## src/rtl/wti_pkg.sv

```systemverilog
// Package: shared types of the write-through invalidating snoop controller.
// Assumes: one outstanding processor request, atomic bus transactions.
package wti_pkg;

    // Controller sequencing states
    typedef enum logic [1:0] {
        ST_IDLE    = 2'd0,
        ST_RD_BUS  = 2'd1,
        ST_RD_WAIT = 2'd2,
        ST_WR_BUS  = 2'd3
    } wti_state_e;

endpackage

```

## src/rtl/wti_snoop_filter.sv

```systemverilog
// Module: wti_snoop_filter
// Turns an observed bus transaction into an invalidation request when it
// is a write issued by another agent. Assumes the observed bus carries a
// requester ID for every transaction, including this controller's own.
module wti_snoop_filter #(
    parameter int ADDR_W = 8,
    parameter int ID_W   = 2,
    parameter int MY_ID  = 1
) (
    input  logic              obs_valid,
    input  logic              obs_write,
    input  logic [ADDR_W-1:0] obs_addr,
    input  logic [ID_W-1:0]   obs_src,
    output logic              kill_req,
    output logic [ADDR_W-1:0] kill_addr
);
    localparam logic [ID_W-1:0] OWN_ID = ID_W'(MY_ID);

    // Foreign writes only: own writes already keep the local copy in step
    always_comb begin
        kill_req  = obs_valid && obs_write && (obs_src != OWN_ID);
        kill_addr = obs_addr;
    end
endmodule

```

## src/rtl/wti_tag_store.sv

```systemverilog
// Module: wti_tag_store
// Direct-mapped array of lines: a valid bit, a tag and one data word each.
// One lookup port (shared by hit check, fill and write update) and one snoop
// port. A snoop that matches the looked-up line masks the hit in the same
// cycle. Assumes fill and snoop invalidation never coincide (atomic bus).
module wti_tag_store #(
    parameter int LINES  = 8,
    parameter int IDX_W  = 3,
    parameter int TAG_W  = 5,
    parameter int DATA_W = 32
) (
    input  logic              clk,
    input  logic              rst_n,
    input  logic [IDX_W-1:0]  lk_idx,
    input  logic [TAG_W-1:0]  lk_tag,
    output logic              lk_hit,
    output logic [DATA_W-1:0] lk_data,
    input  logic              snp_req,
    input  logic [IDX_W-1:0]  snp_idx,
    input  logic [TAG_W-1:0]  snp_tag,
    input  logic              fill_en,
    input  logic [DATA_W-1:0] fill_data,
    input  logic              upd_en,
    input  logic [DATA_W-1:0] upd_data
);
    logic [LINES-1:0]  vld_q;
    logic [TAG_W-1:0]  tag_q  [LINES];
    logic [DATA_W-1:0] data_q [LINES];
    logic              snp_hit;

    // Snoop match and lookup hit; a same-line snoop masks the hit
    always_comb begin
        snp_hit = snp_req && vld_q[snp_idx] && (tag_q[snp_idx] == snp_tag);
        lk_hit  = vld_q[lk_idx] && (tag_q[lk_idx] == lk_tag)
                  && !(snp_hit && (snp_idx == lk_idx));
        lk_data = data_q[lk_idx];
    end

    // Per-line valid bit: cleared by reset or snoop, set by fill
    for (genvar g = 0; g < LINES; g++) begin : g_line
        always_ff @(posedge clk) begin
            if (!rst_n) begin
                vld_q[g] <= 1'b0;
            end else if (fill_en && (lk_idx == IDX_W'(g))) begin
                vld_q[g] <= 1'b1;
            end else if (snp_hit && (snp_idx == IDX_W'(g))) begin
                vld_q[g] <= 1'b0;
            end
        end
    end

    // Tag and data write: fill on miss, word update on store hit
    always_ff @(posedge clk) begin
        if (fill_en) begin
            tag_q[lk_idx]  <= lk_tag;
            data_q[lk_idx] <= fill_data;
        end else if (upd_en && lk_hit) begin
            data_q[lk_idx] <= upd_data;
        end
    end

    // a snooped foreign write to a resident line leaves it Invalid
    a_r7_snoop_invalidates: assert property (@(posedge clk) disable iff (!rst_n)
        (snp_hit && !fill_en) |=> !vld_q[$past(snp_idx)]);

    // a store hit leaves the stored word in the line
    a_r5_store_hit_updates: assert property (@(posedge clk) disable iff (!rst_n)
        (upd_en && lk_hit && !fill_en) |=> (data_q[$past(lk_idx)] == $past(upd_data)));

    // a fill leaves the line Valid
    a_r2_fill_sets_valid: assert property (@(posedge clk) disable iff (!rst_n)
        fill_en |=> vld_q[$past(lk_idx)]);
endmodule

```

## src/rtl/wti_ctrl_fsm.sv

```systemverilog
// Module: wti_ctrl_fsm
// Sequences processor requests: a load hit answers at once, a load miss
// does a bus read and fill, and a store does a bus write (updating the line
// on a hit). Assumes cpu_req and its fields are held until cpu_ack and that
// memory returns read data on bus_rdata one cycle after the bus read.
module wti_ctrl_fsm
    import wti_pkg::*;
#(
    parameter int DATA_W = 32
) (
    input  logic              clk,
    input  logic              rst_n,
    input  logic              cpu_req,
    input  logic              cpu_we,
    output logic              cpu_ack,
    output logic [DATA_W-1:0] cpu_rdata,
    input  logic              lk_hit,
    input  logic [DATA_W-1:0] lk_data,
    output logic              fill_en,
    output logic              upd_en,
    output logic              bus_req,
    input  logic              bus_gnt,
    output logic              bus_valid,
    output logic              bus_write,
    input  logic [DATA_W-1:0] bus_rdata
);
    wti_state_e        state_q, state_d;
    logic              ack_q, ack_d;
    logic [DATA_W-1:0] rdata_q, rdata_d;
    logic              accept;

    // Next state, bus drive and response selection
    always_comb begin
        state_d   = state_q;
        ack_d     = 1'b0;
        rdata_d   = rdata_q;
        bus_req   = 1'b0;
        bus_valid = 1'b0;
        bus_write = 1'b0;
        fill_en   = 1'b0;
        upd_en    = 1'b0;
        accept    = (state_q == ST_IDLE) && cpu_req && !ack_q;
        unique case (state_q)
            ST_IDLE: begin
                if (accept) begin
                    if (cpu_we) begin
                        state_d = ST_WR_BUS;
                    end else if (lk_hit) begin
                        ack_d   = 1'b1;
                        rdata_d = lk_data;
                    end else begin
                        state_d = ST_RD_BUS;
                    end
                end
            end
            ST_RD_BUS: begin
                bus_req = 1'b1;
                if (bus_gnt) begin
                    bus_valid = 1'b1;
                    state_d   = ST_RD_WAIT;
                end
            end
            ST_RD_WAIT: begin
                bus_req = 1'b1;
                fill_en = 1'b1;
                ack_d   = 1'b1;
                rdata_d = bus_rdata;
                state_d = ST_IDLE;
            end
            ST_WR_BUS: begin
                bus_req = 1'b1;
                if (bus_gnt) begin
                    bus_valid = 1'b1;
                    bus_write = 1'b1;
                    upd_en    = 1'b1;
                    ack_d     = 1'b1;
                    state_d   = ST_IDLE;
                end
            end
            default: state_d = ST_IDLE;
        endcase
    end

    // State and response registers
    always_ff @(posedge clk) begin
        if (!rst_n) begin
            state_q <= ST_IDLE;
            ack_q   <= 1'b0;
            rdata_q <= '0;
        end else begin
            state_q <= state_d;
            ack_q   <= ack_d;
            rdata_q <= rdata_d;
        end
    end

    assign cpu_ack   = ack_q;
    assign cpu_rdata = rdata_q;

    // own transactions appear only under grant
    a_r11_valid_needs_grant: assert property (@(posedge clk) disable iff (!rst_n)
        bus_valid |-> bus_gnt);

    // bus held from a bus read until its data is taken
    a_r11_read_holds_bus: assert property (@(posedge clk) disable iff (!rst_n)
        (bus_valid && !bus_write) |=> (bus_req && fill_en));

    // a store is acknowledged the cycle after its bus write
    a_r4_write_then_ack: assert property (@(posedge clk) disable iff (!rst_n)
        (bus_valid && bus_write) |=> cpu_ack);

    // a load hit answers in the next cycle without a bus request
    a_r3_hit_answers_next: assert property (@(posedge clk) disable iff (!rst_n)
        (accept && !cpu_we && lk_hit) |=> (cpu_ack && !bus_req));

    // acknowledge is a single-cycle pulse
    a_r1_ack_pulse: assert property (@(posedge clk) disable iff (!rst_n)
        cpu_ack |=> !cpu_ack);
endmodule

```

## src/rtl/wti_snoop_ctrl.sv

```systemverilog
// Module: wti_snoop_ctrl (top)
// Two-state (Valid/Invalid) coherence controller for a private write-through,
// no-allocate-on-store cache with bus-write snoop invalidation. Assumes
// atomic bus transactions under a single grant, one outstanding processor
// request, and an observed bus that shows every transaction with its ID.
module wti_snoop_ctrl #(
    parameter int ADDR_W = 8,
    parameter int DATA_W = 32,
    parameter int LINES  = 8,
    parameter int ID_W   = 2,
    parameter int MY_ID  = 1
) (
    input  logic              clk,
    input  logic              rst_n,
    input  logic              cpu_req,
    input  logic              cpu_we,
    input  logic [ADDR_W-1:0] cpu_addr,
    input  logic [DATA_W-1:0] cpu_wdata,
    output logic              cpu_ack,
    output logic [DATA_W-1:0] cpu_rdata,
    output logic              bus_req,
    input  logic              bus_gnt,
    output logic              bus_valid,
    output logic              bus_write,
    output logic [ADDR_W-1:0] bus_addr,
    output logic [DATA_W-1:0] bus_wdata,
    output logic [ID_W-1:0]   bus_src,
    input  logic [DATA_W-1:0] bus_rdata,
    input  logic              obs_valid,
    input  logic              obs_write,
    input  logic [ADDR_W-1:0] obs_addr,
    input  logic [ID_W-1:0]   obs_src
);
    localparam int IDX_W = $clog2(LINES);
    localparam int TAG_W = ADDR_W - IDX_W;

    logic              kill_req;
    logic [ADDR_W-1:0] kill_addr;
    logic              lk_hit;
    logic [DATA_W-1:0] lk_data;
    logic              fill_en;
    logic              upd_en;

    // Bus payload follows the held processor request
    always_comb begin
        bus_addr  = cpu_addr;
        bus_wdata = cpu_wdata;
        bus_src   = ID_W'(MY_ID);
    end

    wti_snoop_filter #(
        .ADDR_W (ADDR_W),
        .ID_W   (ID_W),
        .MY_ID  (MY_ID)
    ) u_filter (
        .obs_valid (obs_valid),
        .obs_write (obs_write),
        .obs_addr  (obs_addr),
        .obs_src   (obs_src),
        .kill_req  (kill_req),
        .kill_addr (kill_addr)
    );

    wti_tag_store #(
        .LINES  (LINES),
        .IDX_W  (IDX_W),
        .TAG_W  (TAG_W),
        .DATA_W (DATA_W)
    ) u_store (
        .clk       (clk),
        .rst_n     (rst_n),
        .lk_idx    (cpu_addr[IDX_W-1:0]),
        .lk_tag    (cpu_addr[ADDR_W-1:IDX_W]),
        .lk_hit    (lk_hit),
        .lk_data   (lk_data),
        .snp_req   (kill_req),
        .snp_idx   (kill_addr[IDX_W-1:0]),
        .snp_tag   (kill_addr[ADDR_W-1:IDX_W]),
        .fill_en   (fill_en),
        .fill_data (bus_rdata),
        .upd_en    (upd_en),
        .upd_data  (cpu_wdata)
    );

    wti_ctrl_fsm #(
        .DATA_W (DATA_W)
    ) u_fsm (
        .clk       (clk),
        .rst_n     (rst_n),
        .cpu_req   (cpu_req),
        .cpu_we    (cpu_we),
        .cpu_ack   (cpu_ack),
        .cpu_rdata (cpu_rdata),
        .lk_hit    (lk_hit),
        .lk_data   (lk_data),
        .fill_en   (fill_en),
        .upd_en    (upd_en),
        .bus_req   (bus_req),
        .bus_gnt   (bus_gnt),
        .bus_valid (bus_valid),
        .bus_write (bus_write),
        .bus_rdata (bus_rdata)
    );

    // the controller's own bus writes never raise an invalidation
    a_r9_own_write_no_kill: assert property (@(posedge clk) disable iff (!rst_n)
        (bus_valid && obs_valid && (obs_src == bus_src)) |-> !kill_req);
endmodule

```

## config.mk

```make
export PLATFORM = sky130hd
export DESIGN_NAME = wti_snoop_ctrl
export DESIGN_NICKNAME = d
export VERILOG_FILES = /design/src/rtl/wti_pkg.sv /design/src/rtl/wti_snoop_filter.sv /design/src/rtl/wti_tag_store.sv /design/src/rtl/wti_ctrl_fsm.sv /design/src/rtl/wti_snoop_ctrl.sv
export SDC_FILE = /design/constraint.sdc
export NUM_CORES = 1
export LEC_CHECK = 0
export BUFFER_PORTS_ARGS = -buffer_cell sky130_fd_sc_hd__buf_2
export CAP_MARGIN = 20
export CORE_MARGIN = 2
export CORE_UTILIZATION = 45
export DETAILED_ROUTE_END_ITERATION = 10
export PLACE_DENSITY = 0.63
export SLEW_MARGIN = 30
export SYNTH_ARGS = -nofsm -noshare
export SYNTH_HDL_FRONTEND = slang
export SYNTH_HIERARCHICAL = 1
export SYNTH_SLANG_ARGS = --single-unit
```

## constraint.sdc

```tcl
create_clock -name clk -period 11.1 [get_ports clk]
set_clock_uncertainty 0.15 [all_clocks]
set_input_delay 2.775 -clock clk [delete_from_list [all_inputs] [get_ports clk]]
set_output_delay 2.775 -clock clk [all_outputs]
set_load 0.02 [all_outputs]
```

==> impl_metrics.json <==
{
  "status": "finished, final reports clean",
  "coreArea_um2": 33400,
  "cts_tree": "yes",
  "synthArstFlopShare": 0,
  "power.density_nw_per_um2": 164,
  "die_h_um": 188,
  "finalInstanceArea_um2": 17200,
  "worst-endpoint-required_ns": 11.30,
  "wl_per_cell_um": 22.8,
  "layout-drive-gt1-share": 0.333,
  "dp_slack_ns": 3.46,
  "max_clock_freq_mhz": 141,
  "initial_core_util": 0.456,
  "chipWidth_um": 188,
  "crit_arrival_ns": 7.30,
  "synth-warning-count": 6,
  "n_antenna_cell": 0,
  "fp-row-count": 67,
  "cts.repair.resized": 0,
  "worstHoldPathType": "reg -> reg",
  "grt_pass1_vias": 8566,
  "grt_max_degree": 62,
  "drcViolationCount": 0,
  "rsz0062_at_grt": "no",
  "grt.overflow.total": 0,
  "irDropWorstVdd_mv": 0.0973,
  "path_clk_slew_ns": 0.06,
  "finalWirelength_um": 35100,
  "syn_nets": 1042,
  "period_share": 0.639,
  "grt_pass1_wl_um": 52500,
  "dpl.hpwl_um": 21500,
  "grt_usage": 0.197,
  "clock_latency_ns": 0.51,
  "vias_per_cell": 5.62,
  "final_cell_mix": "edfxtp_1, buf_2, nand2_1, mux4_2, o22ai_1",
  "h-tree-depth": 2,
  "antenna_found_initial": 0,
  "numClockSinks": 339,
  "port_buffers": 164,
  "leakage_nw": 6.05,
  "ant_nets": 0,
  "synth_edf_count": 296,
  "cts_buffer_depth": 3,
  "ys.flop_type": "edfxtp_1",
  "dr_total_vias": 8643,
  "postCtsHoldBufs": 0,
  "dr.pass1.iters": 5,
  "synth_cells": 953,
  "whs_ns": 0.350,
  "syn_area_um2": 15200,
  "startpoint_type": "input pin",
  "worstPathMaxFanout": 61,
  "pin_count": 167,
  "yosysUniqueCellTypes": 57,
  "setup_viol": 0,
  "gp_congestion": 0.814,
  "timing_max_transition_violations_final": 0,
  "relSlewSlack": 0.347,
  "place_area_um2": 16100,
  "setup_slack_ns": 4.01,
  "worstSetupEndpointType": "flip-flop",
  "ys_ff_latch": 339,
  "cap_viol_max_count": 0,
  "seq_area_frac_synth": 0.641,
  "finalCriticalPeriod_ns": 7.09,
  "synth.avg_cell_area_um2": 16.0,
  "cts_buffers": 36,
  "cts_root_buf": "clkbuf_16",
  "post-cts-setup-buffer-count": 0,
  "nNetsFinal": 1154,
  "design.die.area_um2": 35300,
  "drtIter0Drc": 729,
  "layout_commonest_cell": "edfxtp_1",
  "worst_pin_slew_ns": 0.980,
  "syn_to_final_growth_pct": 13.3,
  "path_class": "in -> reg",
  "finalHoldViolations": 0,
  "setup_tns_ns": 0
}
[metrics by stage]
stage / utilization / total power (W) / std cells
3_3_place_gp: 0.482 / 0.00171 / 1473
5_1_grt: 0.516 / 0.00292 / 1539
3_5_place_dp: 0.482 / 0.00172 / 1473
4_1_cts: 0.515 / 0.00285 / 1537
6_report: 0.516 / 0.00282 / 1539
2_1_floorplan: - / 0.00164 / 953
[area by class of cell]
class	count	area, um^2
sequential	339	9750
inverter	14	52.6
multi-input combinational	490	4760
fill	2874	16100
clock inverter	7	66.3
tap	448	561
clock buffer	57	1050
timing repair buffer	184	981
[path summary, 6_finish.rpt]
kind	to	start	depth (start not counted)	slack (ns)
max	u_fsm/cpu_rdata[22]$_SDFFE_PN0P_	cpu_addr[1]	13	4.01
min	u_store/vld_q[0]$_SDFFE_PN0P_	u_store/vld_q[0]$_SDFFE_PN0P_	2	0.35
max reg2reg	u_fsm/cpu_rdata[22]$_SDFFE_PN0P_	u_store/tag_q[1][4]$_DFFE_PP_	12	6.84
min reg2reg	u_store/vld_q[0]$_SDFFE_PN0P_	u_store/vld_q[0]$_SDFFE_PN0P_	2	0.35
[logic make-up (layout without fill, tap and decap cells)]
kind of cell    count (synthesis)  after routing  share of synthesized area
mux                           155            155                      0.170
simple gates                  190            190                     0.0643
buf+inv                       124            262                     0.0535
xor+xnor                       13             13                    0.00749
other cells                     2              2                   0.000494
compound gates                130            130                     0.0626
flops                         339            339                      0.641
[state kept, by name, summed over array words and instances (netlist names)]
name	count
u_store/data_q	256
u_store/tag_q	40
u_fsm/cpu_rdata	32
u_store/vld_q	8
u_fsm/state_q	2
u_fsm/cpu_ack	1
[cell usage after synthesis (all sizes together) (9+ instances only)]
library cell  count  share of area
dfxtp            43          0.057
nand2b           10         0.0046
clkbuf           24         0.0060
inv              14         0.0035
mux2i            38          0.025
buf              86          0.044
mux4             69           0.10
a211oi            9         0.0048
o22ai            43          0.018
nor2b            14         0.0058
a22oi            32          0.016
mux2             48          0.043
edfxtp          296           0.58
and2b            31          0.015
o31ai            11         0.0054
nand2           108          0.027
[critical path, cell delays in order]
cell and delay (ns):
buf_2 0.45, buf_4 0.77, nand2b_1 0.38, o22ai_1 0.14, a221oi_1 0.27, xor2_1 0.13
nor4_2 0.35, o21ai_2 0.33, inv_1 0.16, and4bb_2 0.68, buf_4 0.45, mux2i_1 0.22
o22ai_1 0.10
[routing by layer]
metal / routed length (um) / vias up / track usage
met4: 713 / 0 / 0.0488
li1: - / 3882 / -
met5: 0 / - / 0
met2: 17000 / 292 / 0.326
met1: 15300 / 4418 / 0.273
met3: 2090 / 51 / 0.0354
[power by group]
part	switching, W	internal, W	total (W)
Clock	0.000462	0.000673	0.00114
Combinational	0.000157	0.000102	0.000259
Sequential	0.0000166	0.00141	0.00143
No activity file was read; power rests on OpenSTA's default activity.
